===== src/rtl/mwl_pkg.sv =====
// Package: shared constants and the sequencer state type for the
// Microwire address loader. Assumes 16-bit EEPROM words.
package mwl_pkg;
    localparam int WORD_BITS = 16;
    localparam int MAC_BYTES = 6;
    // start bit followed by the two READ opcode bits
    localparam logic [2:0] MW_READ_HDR = 3'b110;

    typedef enum logic [2:0] {
        ST_GAP,     // CS low for one phase between transactions
        ST_OUT_LO,  // SK low, DI carries the current outgoing bit
        ST_OUT_HI,  // SK high, device captures DI
        ST_TURN,    // SK low for one phase, skips the dummy zero
        ST_DAT_HI,  // SK high, device shifts out a data bit
        ST_DAT_LO,  // SK low, DO sampled at the end of the phase
        ST_CHECK,   // one cycle: checksum judged
        ST_DONE     // result held until start
    } mwl_state_t;
endpackage


===== src/rtl/mwl_phase_timer.sv =====
// Module: phase timer. Produces a one-cycle tick at the end of every
// SK phase of DIV clocks. Assumes DIV >= 1; restart or !run clears it.
module mwl_phase_timer #(
    parameter int DIV = 4
) (
    input  logic clk,
    input  logic rst_n,
    input  logic restart,
    input  logic run,
    output logic tick
);
    localparam int CW = (DIV > 1) ? $clog2(DIV) : 1;

    logic [CW-1:0] cnt;

    assign tick = run && (cnt == CW'(DIV - 1));

    // Count clocks within the current phase.
    always_ff @(posedge clk) begin
        if (!rst_n || restart || !run) begin
            cnt <= '0;
        end else if (tick) begin
            cnt <= '0;
        end else begin
            cnt <= cnt + 1'b1;
        end
    end

    AST_PHASE_COUNT_RANGE: assert property (@(posedge clk) disable iff (!rst_n)
        (int'(cnt) < DIV)) else $error("phase counter out of range");
endmodule


===== src/rtl/mwl_read_seq.sv =====
// Module: Microwire READ sequencer. Drives CS/SK/DI for NUM_WORDS
// sequential word reads, samples DO, hands each word out with its
// index, then requests one checksum judgement. Assumes 16-bit words and
// that the device shifts data out on the rising SK.
module mwl_read_seq
    import mwl_pkg::*;
#(
    parameter int NUM_WORDS      = 16,
    parameter int WORD_ADDR_BITS = 6,
    parameter int IW             = (NUM_WORDS > 1) ? $clog2(NUM_WORDS) : 1
) (
    input  logic                 clk,
    input  logic                 rst_n,
    input  logic                 start,
    input  logic                 tick,
    input  logic                 mw_do,
    output logic                 mw_cs,
    output logic                 mw_sk,
    output logic                 mw_di,
    output logic                 phase_run,
    output logic                 word_we,
    output logic [IW-1:0]        word_idx,
    output logic [WORD_BITS-1:0] word_data,
    output logic                 check_en,
    output logic                 busy
);
    localparam int OUTW = 1 + 3 + WORD_ADDR_BITS;
    localparam int MAXB = (OUTW > WORD_BITS) ? OUTW : WORD_BITS;
    localparam int BCW  = $clog2(MAXB);

    mwl_state_t           state;
    logic [BCW-1:0]       bit_cnt;
    logic [WORD_BITS-1:0] din;
    logic [OUTW-1:0]      out_vec;
    logic                 last_out, last_dat, last_word;

    // Preamble zero, start bit, opcode and address, sent MSB first.
    assign out_vec   = {1'b0, MW_READ_HDR, WORD_ADDR_BITS'(word_idx)};
    assign last_out  = (bit_cnt == BCW'(OUTW - 1));
    assign last_dat  = (bit_cnt == BCW'(WORD_BITS - 1));
    assign last_word = (word_idx == IW'(NUM_WORDS - 1));

    // Pin decode from the current phase.
    always_comb begin
        mw_cs = (state == ST_OUT_LO) || (state == ST_OUT_HI) || (state == ST_TURN) ||
                (state == ST_DAT_HI) || (state == ST_DAT_LO);
        mw_sk = (state == ST_OUT_HI) || (state == ST_DAT_HI);
        mw_di = 1'b0;
        if ((state == ST_OUT_LO) || (state == ST_OUT_HI)) begin
            mw_di = out_vec[(OUTW - 1) - int'(bit_cnt)];
        end
    end

    assign phase_run = (state != ST_CHECK) && (state != ST_DONE);
    assign busy      = (state != ST_DONE);
    assign word_we   = tick && (state == ST_DAT_LO) && last_dat && !start;
    assign word_data = {din[WORD_BITS-2:0], mw_do};
    assign check_en  = (state == ST_CHECK) && !start;

    // Phase sequencing, bit and word counting, DO capture.
    always_ff @(posedge clk) begin
        if (!rst_n || start) begin
            state    <= ST_GAP;
            bit_cnt  <= '0;
            word_idx <= '0;
            din      <= '0;
        end else begin
            case (state)
                ST_GAP: if (tick) begin
                    state   <= ST_OUT_LO;
                    bit_cnt <= '0;
                end
                ST_OUT_LO: if (tick) state <= ST_OUT_HI;
                ST_OUT_HI: if (tick) begin
                    if (last_out) begin
                        state <= ST_TURN;
                    end else begin
                        state   <= ST_OUT_LO;
                        bit_cnt <= bit_cnt + 1'b1;
                    end
                end
                ST_TURN: if (tick) begin
                    state   <= ST_DAT_HI;
                    bit_cnt <= '0;
                end
                ST_DAT_HI: if (tick) state <= ST_DAT_LO;
                ST_DAT_LO: if (tick) begin
                    din <= word_data;
                    if (last_dat) begin
                        if (last_word) begin
                            state <= ST_CHECK;
                        end else begin
                            state    <= ST_GAP;
                            word_idx <= word_idx + 1'b1;
                        end
                    end else begin
                        state   <= ST_DAT_HI;
                        bit_cnt <= bit_cnt + 1'b1;
                    end
                end
                ST_CHECK: state <= ST_DONE;
                default:  state <= ST_DONE;
            endcase
        end
    end

    AST_SK_NEEDS_CS: assert property (@(posedge clk) disable iff (!rst_n)
        mw_sk |-> mw_cs) else $error("SK high with CS low");
    AST_DI_HELD_ON_SK: assert property (@(posedge clk) disable iff (!rst_n)
        (mw_sk && $past(mw_sk) && !$past(start)) |-> $stable(mw_di)) else $error("DI moved while SK high");
    AST_CS_DROPS_AFTER_WORD: assert property (@(posedge clk) disable iff (!rst_n)
        word_we |=> !mw_cs) else $error("CS still high after a word");
endmodule


===== src/rtl/mwl_image_check.sv =====
// Module: byte image, checksum judgement and address extraction.
// Stores each word upper byte first, XORs the configured span when
// check_en pulses and registers the result until clear. Assumes the
// parameters keep every index inside the image.
module mwl_image_check
    import mwl_pkg::*;
#(
    parameter int NUM_WORDS  = 16,
    parameter int CSUM_FIRST = 2,
    parameter int CSUM_BYTE  = 30,
    parameter int MAC_OFS    = 8,
    parameter int IW         = (NUM_WORDS > 1) ? $clog2(NUM_WORDS) : 1
) (
    input  logic                 clk,
    input  logic                 rst_n,
    input  logic                 clear,
    input  logic                 word_we,
    input  logic [IW-1:0]        word_idx,
    input  logic [WORD_BITS-1:0] word_data,
    input  logic                 check_en,
    output logic                 done,
    output logic                 addr_valid,
    output logic                 checksum_error,
    output logic [8*MAC_BYTES-1:0] mac
);
    localparam int IMG_BYTES = 2 * NUM_WORDS;

    logic [7:0]             img [IMG_BYTES];
    logic [7:0]             csum;
    logic                   match;
    logic [8*MAC_BYTES-1:0] mac_c;

    // Store each arriving word as two bytes, upper byte first.
    always_ff @(posedge clk) begin
        if (!rst_n) begin
            for (int i = 0; i < IMG_BYTES; i++) img[i] <= '0;
        end else if (word_we) begin
            for (int k = 0; k < NUM_WORDS; k++) begin
                if (word_idx == IW'(k)) begin
                    img[2*k]   <= word_data[15:8];
                    img[2*k+1] <= word_data[7:0];
                end
            end
        end
    end

    // XOR of the protected span and comparison with the stored byte.
    always_comb begin
        csum = '0;
        for (int i = CSUM_FIRST; i < CSUM_BYTE; i++) csum = csum ^ img[i];
        match = (csum == img[CSUM_BYTE]);
    end

    // Assemble the address, first image byte in the top bits.
    always_comb begin
        for (int j = 0; j < MAC_BYTES; j++) begin
            mac_c[8*(MAC_BYTES-1-j) +: 8] = img[MAC_OFS + j];
        end
    end

    // Register the judgement; clear wipes it.
    always_ff @(posedge clk) begin
        if (!rst_n || clear) begin
            done           <= 1'b0;
            addr_valid     <= 1'b0;
            checksum_error <= 1'b0;
            mac            <= '0;
        end else if (check_en) begin
            done           <= 1'b1;
            addr_valid     <= match;
            checksum_error <= !match;
            mac            <= match ? mac_c : '0;
        end
    end

    AST_RESULT_EXCLUSIVE: assert property (@(posedge clk) disable iff (!rst_n)
        done |-> (addr_valid != checksum_error)) else $error("result flags inconsistent");
    AST_MAC_ZERO_ON_FAIL: assert property (@(posedge clk) disable iff (!rst_n)
        checksum_error |-> (mac == '0)) else $error("address leaked on failure");
    AST_FLAGS_NEED_DONE: assert property (@(posedge clk) disable iff (!rst_n)
        (addr_valid || checksum_error) |-> done) else $error("flag without done");
    AST_CLEAR_WIPES_RESULT: assert property (@(posedge clk) disable iff (!rst_n)
        clear |=> !done) else $error("done survived clear");
endmodule


===== src/rtl/microwire_addr_loader.sv =====
// Module: top of the Microwire station-address loader. Ties the phase
// timer, the READ sequencer and the image/check stage together. Assumes
// a one-cycle start pulse and a 4-wire EEPROM in 16-bit word mode.
module microwire_addr_loader
    import mwl_pkg::*;
#(
    parameter int CLK_DIV        = 4,
    parameter int NUM_WORDS      = 16,
    parameter int WORD_ADDR_BITS = 6,
    parameter int CSUM_FIRST     = 2,
    parameter int CSUM_BYTE      = 30,
    parameter int MAC_OFS        = 8
) (
    input  logic        clk,
    input  logic        rst_n,
    input  logic        start,
    output logic        eeprom_cs,
    output logic        eeprom_sk,
    output logic        eeprom_di,
    input  logic        eeprom_do,
    output logic        busy,
    output logic        done,
    output logic        addr_valid,
    output logic        checksum_error,
    output logic [47:0] mac
);
    localparam int IW = (NUM_WORDS > 1) ? $clog2(NUM_WORDS) : 1;

    logic                 tick, phase_run, word_we, check_en;
    logic [IW-1:0]        word_idx;
    logic [WORD_BITS-1:0] word_data;

    mwl_phase_timer #(.DIV(CLK_DIV)) timer_i (
        .clk(clk), .rst_n(rst_n), .restart(start), .run(phase_run), .tick(tick)
    );

    mwl_read_seq #(
        .NUM_WORDS(NUM_WORDS), .WORD_ADDR_BITS(WORD_ADDR_BITS), .IW(IW)
    ) seq_i (
        .clk(clk), .rst_n(rst_n), .start(start), .tick(tick), .mw_do(eeprom_do),
        .mw_cs(eeprom_cs), .mw_sk(eeprom_sk), .mw_di(eeprom_di),
        .phase_run(phase_run), .word_we(word_we), .word_idx(word_idx),
        .word_data(word_data), .check_en(check_en), .busy(busy)
    );

    mwl_image_check #(
        .NUM_WORDS(NUM_WORDS), .CSUM_FIRST(CSUM_FIRST), .CSUM_BYTE(CSUM_BYTE),
        .MAC_OFS(MAC_OFS), .IW(IW)
    ) img_i (
        .clk(clk), .rst_n(rst_n), .clear(start), .word_we(word_we),
        .word_idx(word_idx), .word_data(word_data), .check_en(check_en),
        .done(done), .addr_valid(addr_valid), .checksum_error(checksum_error),
        .mac(mac)
    );

    AST_BUSY_DONE_EXCLUSIVE: assert property (@(posedge clk) disable iff (!rst_n)
        !(busy && done)) else $error("busy and done together");
    AST_DONE_AT_BUSY_FALL: assert property (@(posedge clk) disable iff (!rst_n)
        $fell(busy) |-> done) else $error("busy fell without done");
endmodule


===== config.mk =====
export PLATFORM = sky130hd
export DESIGN_NAME = microwire_addr_loader
export DESIGN_NICKNAME = d
export VERILOG_FILES = /design/src/rtl/mwl_pkg.sv /design/src/rtl/mwl_phase_timer.sv /design/src/rtl/mwl_read_seq.sv /design/src/rtl/mwl_image_check.sv /design/src/rtl/microwire_addr_loader.sv
export SDC_FILE = /design/constraint.sdc
export NUM_CORES = 1
export LEC_CHECK = 0
export BUFFER_PORTS_ARGS = -buffer_cell sky130_fd_sc_hd__buf_2
export CORE_MARGIN = 2
export CORE_UTILIZATION = 65
export CTS_CLUSTER_SIZE = 12
export DETAILED_ROUTE_END_ITERATION = 10
export GPL_TIMING_DRIVEN = 0
export PLACE_DENSITY = 0.84
export SYNTH_ARGS = -nofsm -noshare
export SYNTH_HDL_FRONTEND = slang
export SYNTH_HIERARCHICAL = 1
export SYNTH_SLANG_ARGS = --single-unit

===== constraint.sdc =====
create_clock -name clk -period 7.8 [get_ports clk]
set_input_delay 2.34 -clock clk [delete_from_list [all_inputs] [get_ports clk]]
set_output_delay 2.34 -clock clk [all_outputs]
set_load 0.1 [all_outputs]

==> results.txt <==
----------------------------------------------------
[Critical path]
  Depth of the most critical reg-to-reg path ... 12
  Worst flop-to-flop path startpoint ... seq_i/state[2]$_SDFFE_PP0P_
  Maximum net fanout on the critical path ... 6
  Crit. End Element ... output pin
  Critical Path RT ... 5.46 ns
  Worst path most repeated cell ... ha_1
  Endpoint arrival time on the critical path ... 2.49 ns
  Slowest Stage Delay on Critical Path ... about 0.46 ns
  Cells along the critical path ... inv_1, ha_1, ha_1, mux2i_1, o22a_1, nor3_1, buf_2
  Critical-path top delay cell ... dfxtp_1
  Endpoint of the most critical register-to-register path ... img_i/img[1][0]$_SDFFCE_PN0P_
  Worst Setup Start Kind ... register
  WS Path Type ... reg -> out
  Setup slack, reg-to-reg ... between 3 and 4 ns
  Crit path from ... seq_i/bit_cnt[1]$_SDFFE_PP0P_

[CTS]
  Clock-pin transition on the worst setup and hold timing paths ... about 0.06 ns
  Clock tree from TritonCTS ... built
  Number of clock sinks seen by CTS ... about 310
  Setup Fix Bufs, Post-CTS ... 0
  Number of buffers on the longest clock path ... 3
  Clock tree root driver cell ... clkbuf_16
  # resized after CTS ... 0
  Number of buffers added by the clock tree synthesis step ... 34
  H-Tree Depth ... 2
  Clock insertion delay at the later pin of the skew report ... approximately 0.52 ns
  Number of buffers inserted by hold repair at cts ... 0

[Floorplanning]
  Row Count ... 51
  Overall die area ... 20930 um^2
  Horizontal extent of the die ... 144.7 um
  Ports ... 59
  Placeable core region ... a little under 20000 um^2
  Die height ... between 100 and 150 um
  Effective utilization at floorplan ... 66.08%

[Synthesis]
  Netlist cell types ... 46
  Number of nets in the synthesized netlist ... between 900 and 1000
  Post-synthesis average cell area ... about 14 um^2
  Async S/R FF share, synth ... 0%
  Number of synthesized flops with an enable pin ... roughly 230
  Top cell type's share of synthesized area ... a little over half
  Synth area leaders ... edfxtp_1 (54%), dfxtp_1 (12%), xnor2_1 (11%)
  Number of synthesized register bits ... between 300 and 400
  Post-Syn Area ... between 10000 and 15000 um^2
  Synthesized netlist cell count ... just over 900
  Most used DFF post-synth ... edfxtp_1
  Cell type with the largest total area after synthesis ... edfxtp_1
  Number of synthesis warnings ... 6
  Sequential fraction of the synthesis area ... around two thirds

[Power]
  Power Dens Cells ... 253.2 nW/um^2
  Post-layout total power ... around 3.7 mW
  Static leakage power ... 5.381 nW
  Worst vdd rail ir drop ... roughly 0.20 mV

[Global routing]
  Via count of the first global-routing pass ... roughly 7300
  Leftover overflow at the end of global routing ... 0
  Antenna violations before repair ... 0
  Overall routing resource usage ... between 20 and 30%
  Global-route wire length before repair ... roughly 39 mm
  Maximum number of pins on one net before global-route repair ... 17

[Status]
  Result of the run ... finished, final reports clean

[Final layout]
  Layout overhead on the synthesized area ... 13.66%
  Number of antenna repair diodes ... 0
  Area of all placed cells without fillers ... 14620 um^2
  Fraction of final layout cells with drive strength greater than 1 ... around an eighth
  Fill cells ... between 1000 and 1500
  Final net count ... 1041

[Timing]
  Pins over their slew limit ... 0
  Max-slew headroom at the worst pin ... a little over a third
  Minimum period implied by the final worst setup slack ... slightly below 5 ns
  Max frequency ... 0.2071 GHz
  Setup_tns ... 0 ns
  Final Hold Viols ... 0
  Number of failing setup endpoints in the final timing report ... 0
  Share of the clock period used by the worst path after layout ... 61.89%
  RSZ-0062 raised after global routing ... no
  Actual transition at the worst max-transition pin ... approximately 0.97 ns
  Max Clock Skew ... around 0.029 ns

[Routing]
  # DRC ... 0
  Antenna Nets Post-Route ... 0
  Average wire length per cell after detail routing ... between 15 and 20 um
  Vias after detailed routing ... about 7400
  Wirelength, routed ... ~26 mm
  Drt first-iter violations ... around 650
  Router iterations before antenna repair ... 5
  Detailed-route vias per instance ... about 5.6

[Placed design]
  IO buf count ... 58
  Final weighted congestion of routability-driven global placement ... about 0.84
  Post-placement cell area ... ~14000 um^2
  Detail Placement HPWL ... roughly 17 mm

[Hold path]
  Number of stages on the worst hold path ... 1
  Class of the most critical hold timing path ... reg -> reg
  Worst Hold Endpoint ... img_i/addr_valid$_SDFFE_PP0P_
  Hold Path Origin ... img_i/addr_valid$_SDFFE_PP0P_

[Job]
  Number of maximum-capacitance constraint violations ... 0

----------------------------------------------------
[layout make-up]
class	instances	area, um^2	share of cell area, %
buffer	35	167.7	1.147
clock buffer	49	942.2	6.445
inverter	19	71.32	0.4879
clock inverter	12	77.57	0.5307
tap	265	331.6	2.268
sequential	311	8548	58.48
multi-input combinational	564	4106	28.09
timing repair buffer	64	372.9	2.551
[registers in the layout, indices dropped and copies added (netlist names)]
name                  cells
img_i/img               232
seq_i/din                15
img_i/done                1
seq_i/word_idx            4
timer_i/cnt               2
img_i/mac                48
seq_i/bit_cnt             4
img_i/checksum_error      1
img_i/addr_valid          1
seq_i/state               3
[metrics by stage]
step	hold slack, ns	utilization [%]	instances	worst slack, ns
floorplan	0.4364	-	929	2.201
global placement	0.4302	69.28	1252	2.061
detailed placement	0.4374	69.87	1258	2.673
CTS	0.4505	75.11	1319	2.955
global route	0.4671	75.11	1319	2.818
finish	0.4462	75.11	1319	2.972
[per-layer routing]
metal  global-route usage [%]  wire length, um
met4                    10.58              999
met2                    43.78            12910
met1                    32.07            10260
met5                        0                0
met3                    5.133             1982
[report_power, final]
group,switching [mW],internal (mW)
combinational,0.171,0.218
sequential,0.0309,1.83
clock,0.608,0.845
[kinds of logic after synthesis]
group           Yosys count  synth area share [%]
buf+inv                  54                 1.858
compound gates           93                 5.322
fa+ha+maj                 8                0.7783
flops                   311                 66.47
simple gates            258                 8.688
xor+xnor                201                 16.47
mux                       4                0.4183
[worst max-delay path: cells and delay by family (launching register included)]
kind	cells	cell delay (ns)
buffers and inverters	2	0.56
adders and majority gates	2	0.51
DFF	1	0.46
AOI/OAI and AO/OA	1	0.19
and+or+nand+nor	1	0.15
muxes	1	0.13
[synth_stat cells, types with 7 or more instances]
library cell / n
xor2_1: 17
nor2_1: 137
edfxtp_1: 232
nand2_1: 71
clkbuf_1: 24
nand3_1: 14
xnor3_1: 26
a22o_1: 48
inv_1: 19
ha_1: 8
dfxtp_1: 79
xnor2_1: 158
nand2b_1: 8
o21ai_0: 10
a21oi_1: 25
nor3_1: 7
[how the worst max path moves through the flow]
stage                                          to  slack [ns]  cells past startpoint
finish                                  eeprom_di        2.97                      7
global route                            eeprom_di        2.82                      7
CTS                                     eeprom_di        2.96                      7
detailed placement  img_i/img[1][3]$_SDFFCE_PN0P_        2.67                      7
global placement       img_i/img[1][83]$_DFFE_PP_        2.06                      4
floorplan                               eeprom_di        2.20                      6
[cells in the final DEF, fill, tap and decap left out, types with 2 or more instances in the layout]
master / instances
buf_8: 5
clkinv_2: 4
clkinv_1: 4
clkbuf_1: 34
clkbuf_16: 34
a22o_1: 48
xor2_1: 17
xnor2_1: 158
nand2_1: 71
nand2b_1: 8
ha_1: 8
xnor3_1: 26
inv_6: 2
buf_2: 63
clkbuf_8: 3
nand3_1: 14
nor2b_1: 5
o32ai_1: 2
buf_4: 5
o21ai_0: 4
inv_1: 19
edfxtp_1: 232
mux2i_1: 2
o21ai_2: 5
buf_6: 2
nor2_1: 137
a21o_1: 2
nor3_1: 7
dfxtp_1: 79
and2_1: 2
a21oi_1: 25
Note: power is estimated with default switching activity, not from simulation.
